==> src/rtl/pec_pkg.sv <==
package pec_pkg;
    localparam int PTE_W    = 64;
    localparam int ATTR_LSB = 4;
    localparam int PRIV_BIT = 3;
    localparam int PERM_LSB = 0;
    localparam int PERM_W   = 3;
    localparam logic [1:0] ATTR_NIO = 2'b10;

    // permission vector order: [2] read, [1] write, [0] execute
    typedef logic [PERM_W-1:0] perm_t;

    typedef enum logic [1:0] {
        ACC_READ  = 2'd0,
        ACC_WRITE = 2'd1,
        ACC_FETCH = 2'd2,
        ACC_ALT   = 2'd3
    } acc_e;

    typedef struct packed {
        perm_t grant;
        logic  store;
        logic  prot;
        logic  guard;
        logic  fault;
    } result_t;
endpackage

==> src/rtl/pec_need.sv <==
module pec_need
    import pec_pkg::*;
(
    input  acc_e  acc,
    output perm_t need,
    output logic  is_write,
    output logic  is_fetch
);
    always_comb begin
        need     = 3'b100;
        is_write = 1'b0;
        is_fetch = 1'b0;
        unique case (acc)
            ACC_WRITE: begin
                need     = 3'b010;
                is_write = 1'b1;
            end
            ACC_FETCH: begin
                need     = 3'b001;
                is_fetch = 1'b1;
            end
            default: need = 3'b100;
        endcase
    end
endmodule

==> src/rtl/pec_grant.sv <==
module pec_grant
    import pec_pkg::*;
(
    input  perm_t entry_perm,
    input  logic  entry_priv,
    input  logic  user,
    input  logic  part,
    input  perm_t amask,
    output perm_t avail
);
    logic lock_out;
    logic use_raw;

    always_comb begin
        lock_out = !part && entry_priv && user;
        use_raw  = user || entry_priv || part;
        if (lock_out) begin
            avail = '0;
        end else if (use_raw) begin
            avail = entry_perm;
        end else begin
            avail = entry_perm & amask;
        end
    end
endmodule

==> src/rtl/pec_fault.sv <==
module pec_fault
    import pec_pkg::*;
(
    input  logic    nio_attr,
    input  logic    is_fetch,
    input  logic    is_write,
    input  perm_t   need,
    input  perm_t   avail,
    output result_t res
);
    logic guard_hit;
    logic prot_hit;
    logic any;

    always_comb begin
        guard_hit = nio_attr && is_fetch;
        prot_hit  = !guard_hit && ((need & ~avail) != '0);
        any       = guard_hit || prot_hit;
        res.guard = guard_hit;
        res.prot  = prot_hit;
        res.store = any && is_write;
        res.fault = any;
        res.grant = any ? '0 : avail;
    end
endmodule

==> src/rtl/pec_perm_check.sv <==
module pec_perm_check
    import pec_pkg::*;
#(
    parameter bit REG_OUT = 1'b1
)(
    input  logic             clk,
    input  logic             rst_n,
    input  logic [PTE_W-1:0] pte_i,
    input  logic [1:0]       acc_i,
    input  logic             user_i,
    input  logic             part_i,
    input  logic [PERM_W-1:0] amask_i,
    output logic [PERM_W-1:0] grant_o,
    output logic [2:0]       cause_o,
    output logic             fault_o
);
    acc_e    acc;
    perm_t   need;
    perm_t   avail;
    logic    is_write;
    logic    is_fetch;
    logic    nio_attr;
    result_t res_d;
    result_t res_out;

    assign acc      = acc_e'(acc_i);
    assign nio_attr = (pte_i[ATTR_LSB +: 2] == ATTR_NIO);

    pec_need u_need (
        .acc      (acc),
        .need     (need),
        .is_write (is_write),
        .is_fetch (is_fetch)
    );

    pec_grant u_grant (
        .entry_perm (pte_i[PERM_LSB +: PERM_W]),
        .entry_priv (pte_i[PRIV_BIT]),
        .user       (user_i),
        .part       (part_i),
        .amask      (amask_i),
        .avail      (avail)
    );

    pec_fault u_fault (
        .nio_attr (nio_attr),
        .is_fetch (is_fetch),
        .is_write (is_write),
        .need     (need),
        .avail    (avail),
        .res      (res_d)
    );

    generate
        if (REG_OUT) begin : g_reg
            result_t res_q;
            always_ff @(posedge clk or negedge rst_n) begin
                if (!rst_n) begin
                    res_q <= '0;
                end else begin
                    res_q <= res_d;
                end
            end
            assign res_out = res_q;
        end else begin : g_comb
            assign res_out = res_d;
        end
    endgenerate

    assign grant_o = res_out.grant;
    assign cause_o = {res_out.store, res_out.prot, res_out.guard};
    assign fault_o = res_out.fault;
endmodule

==> config.mk <==
export PLATFORM = sky130hd
export DESIGN_NAME = pec_perm_check
export DESIGN_NICKNAME = d
export VERILOG_FILES = /design/src/rtl/pec_pkg.sv /design/src/rtl/pec_need.sv /design/src/rtl/pec_grant.sv /design/src/rtl/pec_fault.sv /design/src/rtl/pec_perm_check.sv
export SDC_FILE = /design/constraint.sdc
export NUM_CORES = 1
export LEC_CHECK = 0
export ABC_AREA = 1
export CORE_AREA = 2 2 48 50
export DETAILED_ROUTE_END_ITERATION = 16
export DIE_AREA = 0 0 50 52
export GPL_TIMING_DRIVEN = 1
export PLACE_DENSITY = 0.81
export SLEW_MARGIN = 20
export SYNTH_ARGS = -nofsm -noshare
export SYNTH_HDL_FRONTEND = slang
export SYNTH_SLANG_ARGS = --single-unit
==> constraint.sdc <==
create_clock -name clk -period 1.24 [get_ports clk]
set_clock_uncertainty 0.05 [all_clocks]
set_input_delay 0.31 -clock clk [delete_from_list [all_inputs] [get_ports clk]]
set_output_delay 0.31 -clock clk [all_outputs]
set_load 0.02 [all_outputs]
### Yosys cells after proc, flatten, opt, wreduce, memory -nomap -nowiden

Index checks and enable logic that the tools add are counted.

| operators by class | value |
|---|---|
| equality and inequality tests | 3 |
| bitwise gates (word level) | 3 |
| multiplexer cells | 6 |
| reduce and logical (&&, ||, !) cells | 11 |

Operators with widths:

| operator | count |
|---|---|
| $mux W3 | 3 |
| $and A3 B3 Y3 | 2 |
| $pmux W3 S2 | 1 |
| $logic_and A1 B1 Y1 | 5 |
| $eq A2 B2 Y1 const B | 2 |
| $logic_or A1 B1 Y1 | 3 |
| $not A3 Y3 | 1 |
| $reduce_bool A3 Y1 | 1 |
| $eq A2 B1 Y1 const B | 1 |
| $logic_not A1 Y1 | 2 |
| $mux W1 | 2 |

| storage, ports and cells | value |
|---|---|
| logic and storage cells | 28 |
| register bits | 7 |

### Logic depth before layout (Yosys ltp)

Gate-level depths: netlist (run 1).

| logic depth | value |
|---|---|
| word-level depth | 10 |
| depth in mapped cells | 8 |

### Hierarchy

From an unflattened synthesis (run 1), not the netlist that was laid out.

| unflattened totals | value |
|---|---|
| cells, all modules | 49 |
| area total of the unflattened synthesis | 419.2 µm² |

By module, submodules not included:

| module | area each (µm²) | cells each | times used | seq. area each (µm²) |
|---|---|---|---|---|
| pec_perm_check | 185.2 | 9 | 1 | 175.2 |
| pec_fault | 136.4 | 21 | 1 | 0.0 |
| pec_grant | 50.0 | 13 | 1 | 0.0 |
| pec_need | 47.5 | 6 | 1 | 0.0 |

### Worst setup path after synthesis (run 1)

Ideal clock, no wire load.

| timing | value |
|---|---|
| kind | input to register |
| start | input acc_i[0] |
| end | register g_reg.res_q, in the netlist grant_o[0] |
| setup slack | 0.142 ns |
| setup time | 0.117 ns |
| data arrival time | 0.930 ns |
| data required time | 1.073 ns |
| stages on the path | 7 |
| path through | inv_1 > ha_1 > nand2_1 > nor2_1 > inv_1 > nand4_2 > nor2_1 |

RTL lines:

| element | RTL line | RTL |
|---|---|---|
| start, declared | pec_perm_check.sv:9 | `input logic [1:0] acc_i,` |
| end signal, assigned | pec_perm_check.sv:61 | `res_q <= res_d;` |
| end, declared | pec_perm_check.sv:56 | `result_t res_q;` |

### Worst setup path in the final report (run 1)

| timing | value |
|---|---|
| start | register g_reg.res_q, in the netlist cause_o[2] |
| end | output cause_o[2] |

RTL lines:

| element | RTL line | RTL |
|---|---|---|
| end, declared | pec_perm_check.sv:14 | `output logic [2:0] cause_o,` |

No word-level cell between the ends.

==> results by stage, run 1 <==
Run status:
- The run finished with clean final reports.

Clock tree:
- The number of buffers added by the clock tree synthesis step is 3.
- Clock tree synthesis selected as its root buffer the cell sky130_fd_sc_hd__clkbuf_4.
- The level count of the clock H-tree is 1.
- The clock net sink count is 7.
- The largest buffer count on any clock path is 2.
- The clock-pin slew reported for the worst setup and hold paths after clock tree synthesis is 0.05 ns.
- The TritonCTS clock tree is done.

STA:
- The achievable frequency is 832 MHz.
- The relative slew slack is 80.4%.
- Setup repair after global routing could not meet its margin everywhere.
- Setup violations remaining at the end of the flow were counted as 0.
- The time the final worst path needs with I/O delays and setup is 1.20 ns.
- The final max-slew violation count was 0.
- The final setup TNS is 0 ns.
- The tightest hold margin is 0.270 ns.
- In the post-route analysis, the smallest setup slack over all paths is 0.0379 ns.
- The final hold violation count is 0.
- At the pin with the least slew margin, the transition time is 0.293 ns.
- The final cycle utilization of the critical path is 96.9%.

GRT:
- The met1 demand-to-capacity share in global routing is 6.04%.
- In the global route stage, met3 resource usage came out at 1.15%.
- In this run the most used layer during global routing was met2.
- Across every metal layer, demand over resource in global routing totals 7.08%.
- The pin count of the biggest net entering global routing is 8.
- The first global-routing pass estimated 1300 um of wire.
- The number of antenna violations at the first check in global routing was 0.
- The number of global-route vias before repair came to 346.
- Summed over all layers, the global routing overflow is 0.
- The met2 global-route usage is 12.9%.

Die:
- The standard cell core area is 2110 um2.
- The width of the die is 50 um.
- The die is 52 um tall.
- The area of the die is 2600 um2.
- The count of standard-cell rows is 17.
- The count of boundary I/O pins is 80.
- The starting density of the core is 17.9%.

Worst setup path:
- The critical-path maximum fanout is 1.
- The number of buffers and inverters on the critical path is 1.
- Broken down by cell family, the worst path's largest delay share belongs to flip-flops.
- The signal on the critical path passes through clkdlybuf4s15_2.
- At the worst endpoint, the arrival time is 0.84 ns.
- The startpoint type of the worst setup path is a flip-flop.
- The data required time at the worst endpoint is 0.88 ns.
- The worst setup path is captured at an output pin.
- The stage delay of the slowest cell on the critical path is 0.36 ns.
- The master of the slowest instance on the critical path is sky130_fd_sc_hd__dfrtp_1.
- The critical path is of the flip-flop to output pin type.
- The instance count on the critical path is 1.

Logic synthesis:
- The post-synthesis sequential area ratio is 46.5%.
- Each instance of the synthesized netlist takes up on average 8.56 um2.
- The post-synthesis sequential element count is 7.
- The number of nets produced by synthesis is 120.
- Multiplexer cells account for 0% of the synthesized area.
- The count of distinct cell types in the synthesized netlist is 10.
- After synthesis, the largest family of logic cells by area is simple AND/OR/NAND/NOR gates.
- After Yosys synthesis, XOR and XNOR cells account for 0% of the synthesized area.
- By count the netlist is led by sky130_fd_sc_hd__inv_1, sky130_fd_sc_hd__nor2_1, sky130_fd_sc_hd__dfrtp_1, sky130_fd_sc_hd__nand2_1.
- The area share of the leading cell type in the synthesized netlist is 46.5%.
- After technology mapping, the gate count stands at 44.
- The synthesized netlist occupies a cell area of 377 um2.
- For this run, asynchronously set or reset flops after synthesis account for 100%.
- By area the synthesized netlist is led by sky130_fd_sc_hd__dfrtp_1, sky130_fd_sc_hd__ha_1, sky130_fd_sc_hd__inv_1.
- The biggest area contributor in the post-synthesis netlist is sky130_fd_sc_hd__dfrtp_1.
- Among all flip-flop cells after synthesis, the most frequent one is sky130_fd_sc_hd__dfrtp_1.
- The number of synthesis warnings is 0.
- The post-synthesis share of cell area spent on full adders, half adders and majority gates is 9.97%.
- The synthesized netlist devotes 34.6% of its cell area to simple gates.
- The complex-gate fraction of the synthesized area is 0%.
- Counting flops with a built-in enable in the synthesized netlist gives 0.

Flow run:
- The max-cap violation count is 0.

Hold path:
- The tightest min-delay check is of the input port to async pin type.

Routing:
- For this run, the detailed router's first-pass iteration total came to 4.
- The routed wire length is 814 um.
- The total via count in the routed design is 362.
- In this run, the number of DRC markers left after iteration 0 of detailed routing was 5.
- The detail-routed via count per cell is 3.55.
- The average detailed-routed wire length per instance is 7.98 um.
- After detailed routing, the number of remaining DRC violations is 0.
- The number of routed nets with antenna violations is 0.

Power and ir drop:
- The peak supply drop is 0.000286 V.
- Summing internal, switching and leakage power gives 0.630 mW.
- The total power per unit cell area is 911 nW/um2.
- The static leakage is 0.363 nW.

Layout:
- The ratio of cells with drive above 1 in the final layout is 36.5%.
- For this run, the post-layout net count is 151.
- After routing the design area is 692 um2.
- From synthesis to final layout, the design area changed by 83.7%.
- The number of cells in the finished layout apart from fillers is 102.
- The antenna diode count is 0.
- Cells fill 32.9% of the core in the end.

Placement:
- The placer's final routability congestion estimate is 0.679.
- The count of port buffers added during placement is 21.
- Once detailed placement completed, the half-perimeter wirelength came to 644 um.
- In this run, placement finished with an instance count of 97.
- The pre-CTS worst setup slack is -0.445 ns.
- After detailed placement, the total cell area comes to 652 um2.
[where the power goes]
group / leakage, nW / switching [mW] / internal, mW
Clock: 0.0150 / 0.0688 / 0.122
Sequential: 0.0900 / 0.00468 / 0.249
Combinational: 0.258 / 0.0953 / 0.0908
Total: 0.363 / 0.169 / 0.461
[flip-flops by register name (all words and copies together) (netlist names)]
name	count
cause_o	3
fault_o	1
grant_o	3
[path summary, 6_finish.rpt]
| check | startpoint | endpoint | slack [ns] |
|---|---|---|---|
| hold / removal | rst_n | cause_o[2]$_DFF_PN0_ | 0.27 |
| max in group asynchronous | rst_n | grant_o[0]$_DFF_PN0_ | 0.65 |
| min in group clk | pte_i[0] | grant_o[0]$_DFF_PN0_ | 0.50 |
| setup / recovery | cause_o[2]$_DFF_PN0_ | cause_o[2] | 0.04 |
[final cells by class]
| type | instances | area, um2 |
|---|---|---|
| Tap cell | 28 | 35.0 |
| Fill cell | 226 | 1410 |
| Sequential cell | 7 | 175 |
| Timing Repair Buffer | 26 | 225 |
| Clock buffer | 4 | 26.3 |
| Inverter | 9 | 33.8 |
| Multi-Input combinational cell | 28 | 196 |
[per-layer routing]
metal	up-vias	part of all wire [%]	wire length [um]
li1	191	-	-
met1	152	37	301
met2	17	54	436
met3	2	7.4	60
met4	0	2.0	16
met5	-	0	0
[placed cells by master (no fill, tap or decap)]
cell / n
sky130_fd_sc_hd__inv_1: 9
sky130_fd_sc_hd__dfrtp_1: 7
sky130_fd_sc_hd__dlygate4sd2_1: 7
sky130_fd_sc_hd__nor2_2: 6
sky130_fd_sc_hd__clkdlybuf4s50_1: 6
sky130_fd_sc_hd__nand2_1: 5
sky130_fd_sc_hd__nor2_1: 5
sky130_fd_sc_hd__buf_4: 5
sky130_fd_sc_hd__nand3b_1: 3
sky130_fd_sc_hd__nand2_2: 3
sky130_fd_sc_hd__ha_1: 3
sky130_fd_sc_hd__clkbuf_4: 3
sky130_fd_sc_hd__clkdlybuf4s15_2: 3
sky130_fd_sc_hd__clkbuf_2: 3
sky130_fd_sc_hd__nand2_4: 1
sky130_fd_sc_hd__nand4_4: 1
sky130_fd_sc_hd__nand3_2: 1
sky130_fd_sc_hd__clkbuf_1: 1
sky130_fd_sc_hd__dlymetal6s2s_1: 1
sky130_fd_sc_hd__buf_2: 1
[repair_timing]
action / CTS / global route
pin swaps: 12 / 6
hold buffers: 0 / 0
setup endpoints to repair: 13 / 9
hold endpoints to repair: 0 / 0
setup buffers: 1 / 0
resized for setup: 30 / 8
[cells by family after synthesis]
family        count (synthesis)
flops                         7
fa+ha+maj                     3
buf+inv                       9
simple gates                 25
Note: power is estimated with default switching activity, not from simulation.
==> run 2, diff against run 1 <==
--- a/config.mk
+++ b/config.mk
@@ -5,12 +5,12 @@
 export SDC_FILE = /design/constraint.sdc
 export NUM_CORES = 1
 export LEC_CHECK = 0
-export ABC_AREA = 1
+export ABC_AREA = 0
 export CORE_AREA = 2 2 48 50
 export DETAILED_ROUTE_END_ITERATION = 16
 export DIE_AREA = 0 0 50 52
 export GPL_TIMING_DRIVEN = 1
-export PLACE_DENSITY = 0.81
+export PLACE_DENSITY = 0.83
 export SLEW_MARGIN = 20
 export SYNTH_ARGS = -nofsm -noshare
 export SYNTH_HDL_FRONTEND = slang
==> run 2 against run 1 <==
Against the previous run: final cell count decreased by 2.9%; routed wire length increased by 27%; critical path type is now input port to flip-flop; utilization increased by 3.9 points; critical path depth increased by 4; sequential power about the same; largest cell class is now multi-input combinational cells; first-iteration DRC count increased by 40%; die area unchanged; area after synthesis increased by 11%; combinational power increased by 20%; non-clock buffer count increased by 3.
==> results by stage, run 2 <==
Logic synthesis:
- Synthesis produced a netlist with a net count of 116.
- The synthesized design contains 0 enable-type register cells.
- Counting flops and latches in the post-synthesis netlist gives 7.
- The async set-reset flop share out of synthesis is 100%.
- Averaged over all synthesized cells, the footprint is 10.5 um2.
- The top cell type by area accounts for 41.8% of the synthesized area.
- sky130_fd_sc_hd__dfrtp_1 is the most common cell in the netlist.
- Summing the sequential cell areas from Yosys gives 41.8% of the chip area.
- The number of instances in the synthesized netlist is 40.
- After synthesis, the netlist uses 16 different library cells.
- After synthesis, the most frequently instantiated cells are sky130_fd_sc_hd__dfrtp_1, sky130_fd_sc_hd__nand2_1, sky130_fd_sc_hd__nor3_1.
- The dominant register cell in the synthesized netlist is sky130_fd_sc_hd__dfrtp_1.
- The synthesized netlist occupies a cell area of 419 um2.
- The number of synthesis warnings is 0.
- Summed over all instances, the cell type with the most area after synthesis is sky130_fd_sc_hd__dfrtp_1.
- By area the synthesized netlist is led by sky130_fd_sc_hd__dfrtp_1, sky130_fd_sc_hd__ha_1, sky130_fd_sc_hd__o211ai_2.

Routing:
- The first routing iteration left 7 violations.
- The routed wire length is 1030 um.
- The total via count in the routed design is 429.
- The number of DRC violations after detailed routing is 0.
- The detail-routed via count per cell is 4.33.
- After detailed routing, the average wire length per cell comes to 10.4 um.
- The number of optimization iterations in the first detailed-route pass is 4.
- In this run the remaining antenna-violating nets after routing total 0.

GRT:
- The total routing resource utilization after global routing is 8.42%.
- The first global-routing pass estimated 1600 um of wire.
- The number of global-route vias before repair was 404.
- The pin count of the biggest net entering global routing is 9.
- The number of antenna violations at the first check in global routing is 0.
- Global routing finished with a remaining overflow of 0.

Layout:
- Cells with a size suffix above 1 make up 46.5% of the layout.
- The multi-input gate area in the final layout is 284 um2.
- The register cell area after layout is 175 um2.
- The signed area change from the synthesized netlist to the final layout is 84.8%.
- Excluding fillers, the count of instances in the completed layout stands at 99.
- The number of antenna diodes in the final layout is 0.
- The number of nets in the final layout is 148.
- The library cells used most frequently in the layout, excluding fill and tap cells, are sky130_fd_sc_hd__dfrtp_1, sky130_fd_sc_hd__buf_4, sky130_fd_sc_hd__dlygate4sd2_1.
- The layout has 209 filler cells.

Clock tree:
- Buffers inserted during clock tree synthesis total 3.
- The tree built by TritonCTS fans out to 7 sinks.
- The largest buffer count on any clock path is 2.
- For this design, the CTS-stage hold fixing added 0 buffers.
- After clock tree synthesis, the clock-pin slew on the worst setup and hold paths is 0.05 ns.
- The level count of the clock H-tree is 1.
- TritonCTS built the clock tree.
- In this run the clock root is driven by a sky130_fd_sc_hd__clkbuf_4.

Power and ir drop:
- The total power per unit cell area is 873 nW/um2.
- The peak supply drop is 0.000233 V.
- The static leakage is 0.350 nW.
- Summing internal, switching and leakage power gives 0.676 mW.

Worst setup path:
- Counting both buffers and inverters, the worst setup path holds a total of 1.
- The critical path in this run is classified as input port to flip-flop.
- For the worst setup path, the data arrival time is 1.31 ns.
- The data required time at the worst endpoint is 1.33 ns.
- The instance count on the critical path is 5.
- The critical-path maximum fanout is 4.
- For this design, the slowest cell found on the critical path is sky130_fd_sc_hd__a21bo_1.
- The family of cells with the greatest summed delay on the critical path is compound AO/OA/AOI/OAI gates.
- The startpoint type of the worst setup path is an input port.
- Traced cell by cell, the critical path runs through clkdlybuf4s15_1, a21bo_1, o211ai_4, nand4b_4, and2_4.
- The stage delay of the slowest cell on the critical path is 0.25 ns.
- The kind of capture point of the worst setup path is a flip-flop.
- The capturing instance or port of the critical path is cause_o[2]$_DFF_PN0_.
- The critical path startpoint is pte_i[0].

Placement:
- The cell total after placement is 93.
- The placer's final routability congestion estimate is 0.734.
- Buffers placed on the I/O ports in this run total 21.

Die:
- Row generation in the floorplan step produced 17 rows.
- During I/O placement, the number of pins put on the boundary was 80.
- The standard cell core area is 2110 um2.
- For this configuration, the core starts out at a cell density of 19.9%.
- The floorplan step set the die height to 52 um.
- The area of the die is 2600 um2.
- The die is 50 um wide.

STA:
- The relative slew slack is 80.7%.
- The final setup TNS is 0 ns.
- At the pin with the least slew margin, the transition time is 0.288 ns.
- The final max-slew violation count came to 0.
- Setup repair after global routing left no endpoint under its margin.
- The worst path in the final design needs a cycle of 1.22 ns, including I/O delays and setup.
- The final cycle utilization of the critical path is 98.4%.
- The final hold violation count was 0.
- Derived from the worst setup path, the maximum achievable clock frequency is 820 MHz.
- Across all hold checks on the routed design, the worst slack comes to 0.261 ns.
- Setup violations remaining at the end of the flow were counted as 0.

Run status:
- The flow ran to the end, and the final reports show no timing, DRC or antenna violations.

Hold path:
- The class of the most critical hold timing path is input port to async pin.

Flow run:
- Max-cap violations in this run came to 0.
-- run 2: logic make-up (layout without fill, tap and decap cells) --
kind of cell,count (synthesis),in the layout,synth area share [%]
adders and majority gates,3,3,8.96
and+or+nand+nor,13,13,17.3
DFF,7,7,41.8
AOI/OAI and AO/OA,13,13,24.8
buffers and inverters,4,35,7.16
-- run 2: worst min-delay path by stage --
stage | cells past startpoint | start | to
final | 1 | rst_n | cause_o[2]$_DFF_PN0_
after CTS | 1 | rst_n | cause_o[2]$_DFF_PN0_
after floorplan | 0 | rst_n | cause_o[0]$_DFF_PN0_
after detailed placement | 1 | rst_n | grant_o[0]$_DFF_PN0_
after global routing | 1 | rst_n | cause_o[2]$_DFF_PN0_
after global placement | 1 | rst_n | grant_o[0]$_DFF_PN0_
-- run 2: area by class of cell --
type,count,area share (%)
clock buffers,4,3.39
inverters,2,0.969
multi-input cells,29,36.7
flip-flops and latches,7,22.6
well taps,28,4.52
repair buffers,29,31.8
-- run 2: power by group --
part | switching, mW | internal [mW]
Combinational | 0.110 | 0.113
Clock | 0.0760 | 0.122
Sequential | 0.00538 | 0.250
-- run 2: per-stage QoR --
| step | utilization (%) | instance area (um2) | setup WS (ns) |
|---|---|---|---|
| after CTS | 36.9 | 777 | -0.00722 |
| after global routing | 36.8 | 774 | 0.00314 |
| after detailed placement | 32.6 | 687 | -0.582 |
| final | 36.8 | 774 | 0.0198 |
| after global placement | 32.6 | 687 | -0.546 |
| after floorplan | - | 419 | -0.0268 |
-- run 2: timing repair --
item / 4_1_cts / 5_1_grt
gates resized for setup: 43 / 16
setup buffers: 2 / 0
pin swaps: 5 / 4
endpoints found under the setup margin: 14 / 9
hold endpoints to repair: 0 / 0
-- run 2: layer usage --
metal | vias up | GRT usage [%] | share of wire, % | wire length [um]
met3 | 2 | 2.01 | 9.4 | 97
met1 | 207 | 7.43 | 36 | 374
met4 | 0 | 8.33 | 0.78 | 8
met5 | - | 0 | 0 | 0
met2 | 17 | 15.4 | 53 | 551
li1 | 203 | - | - | -
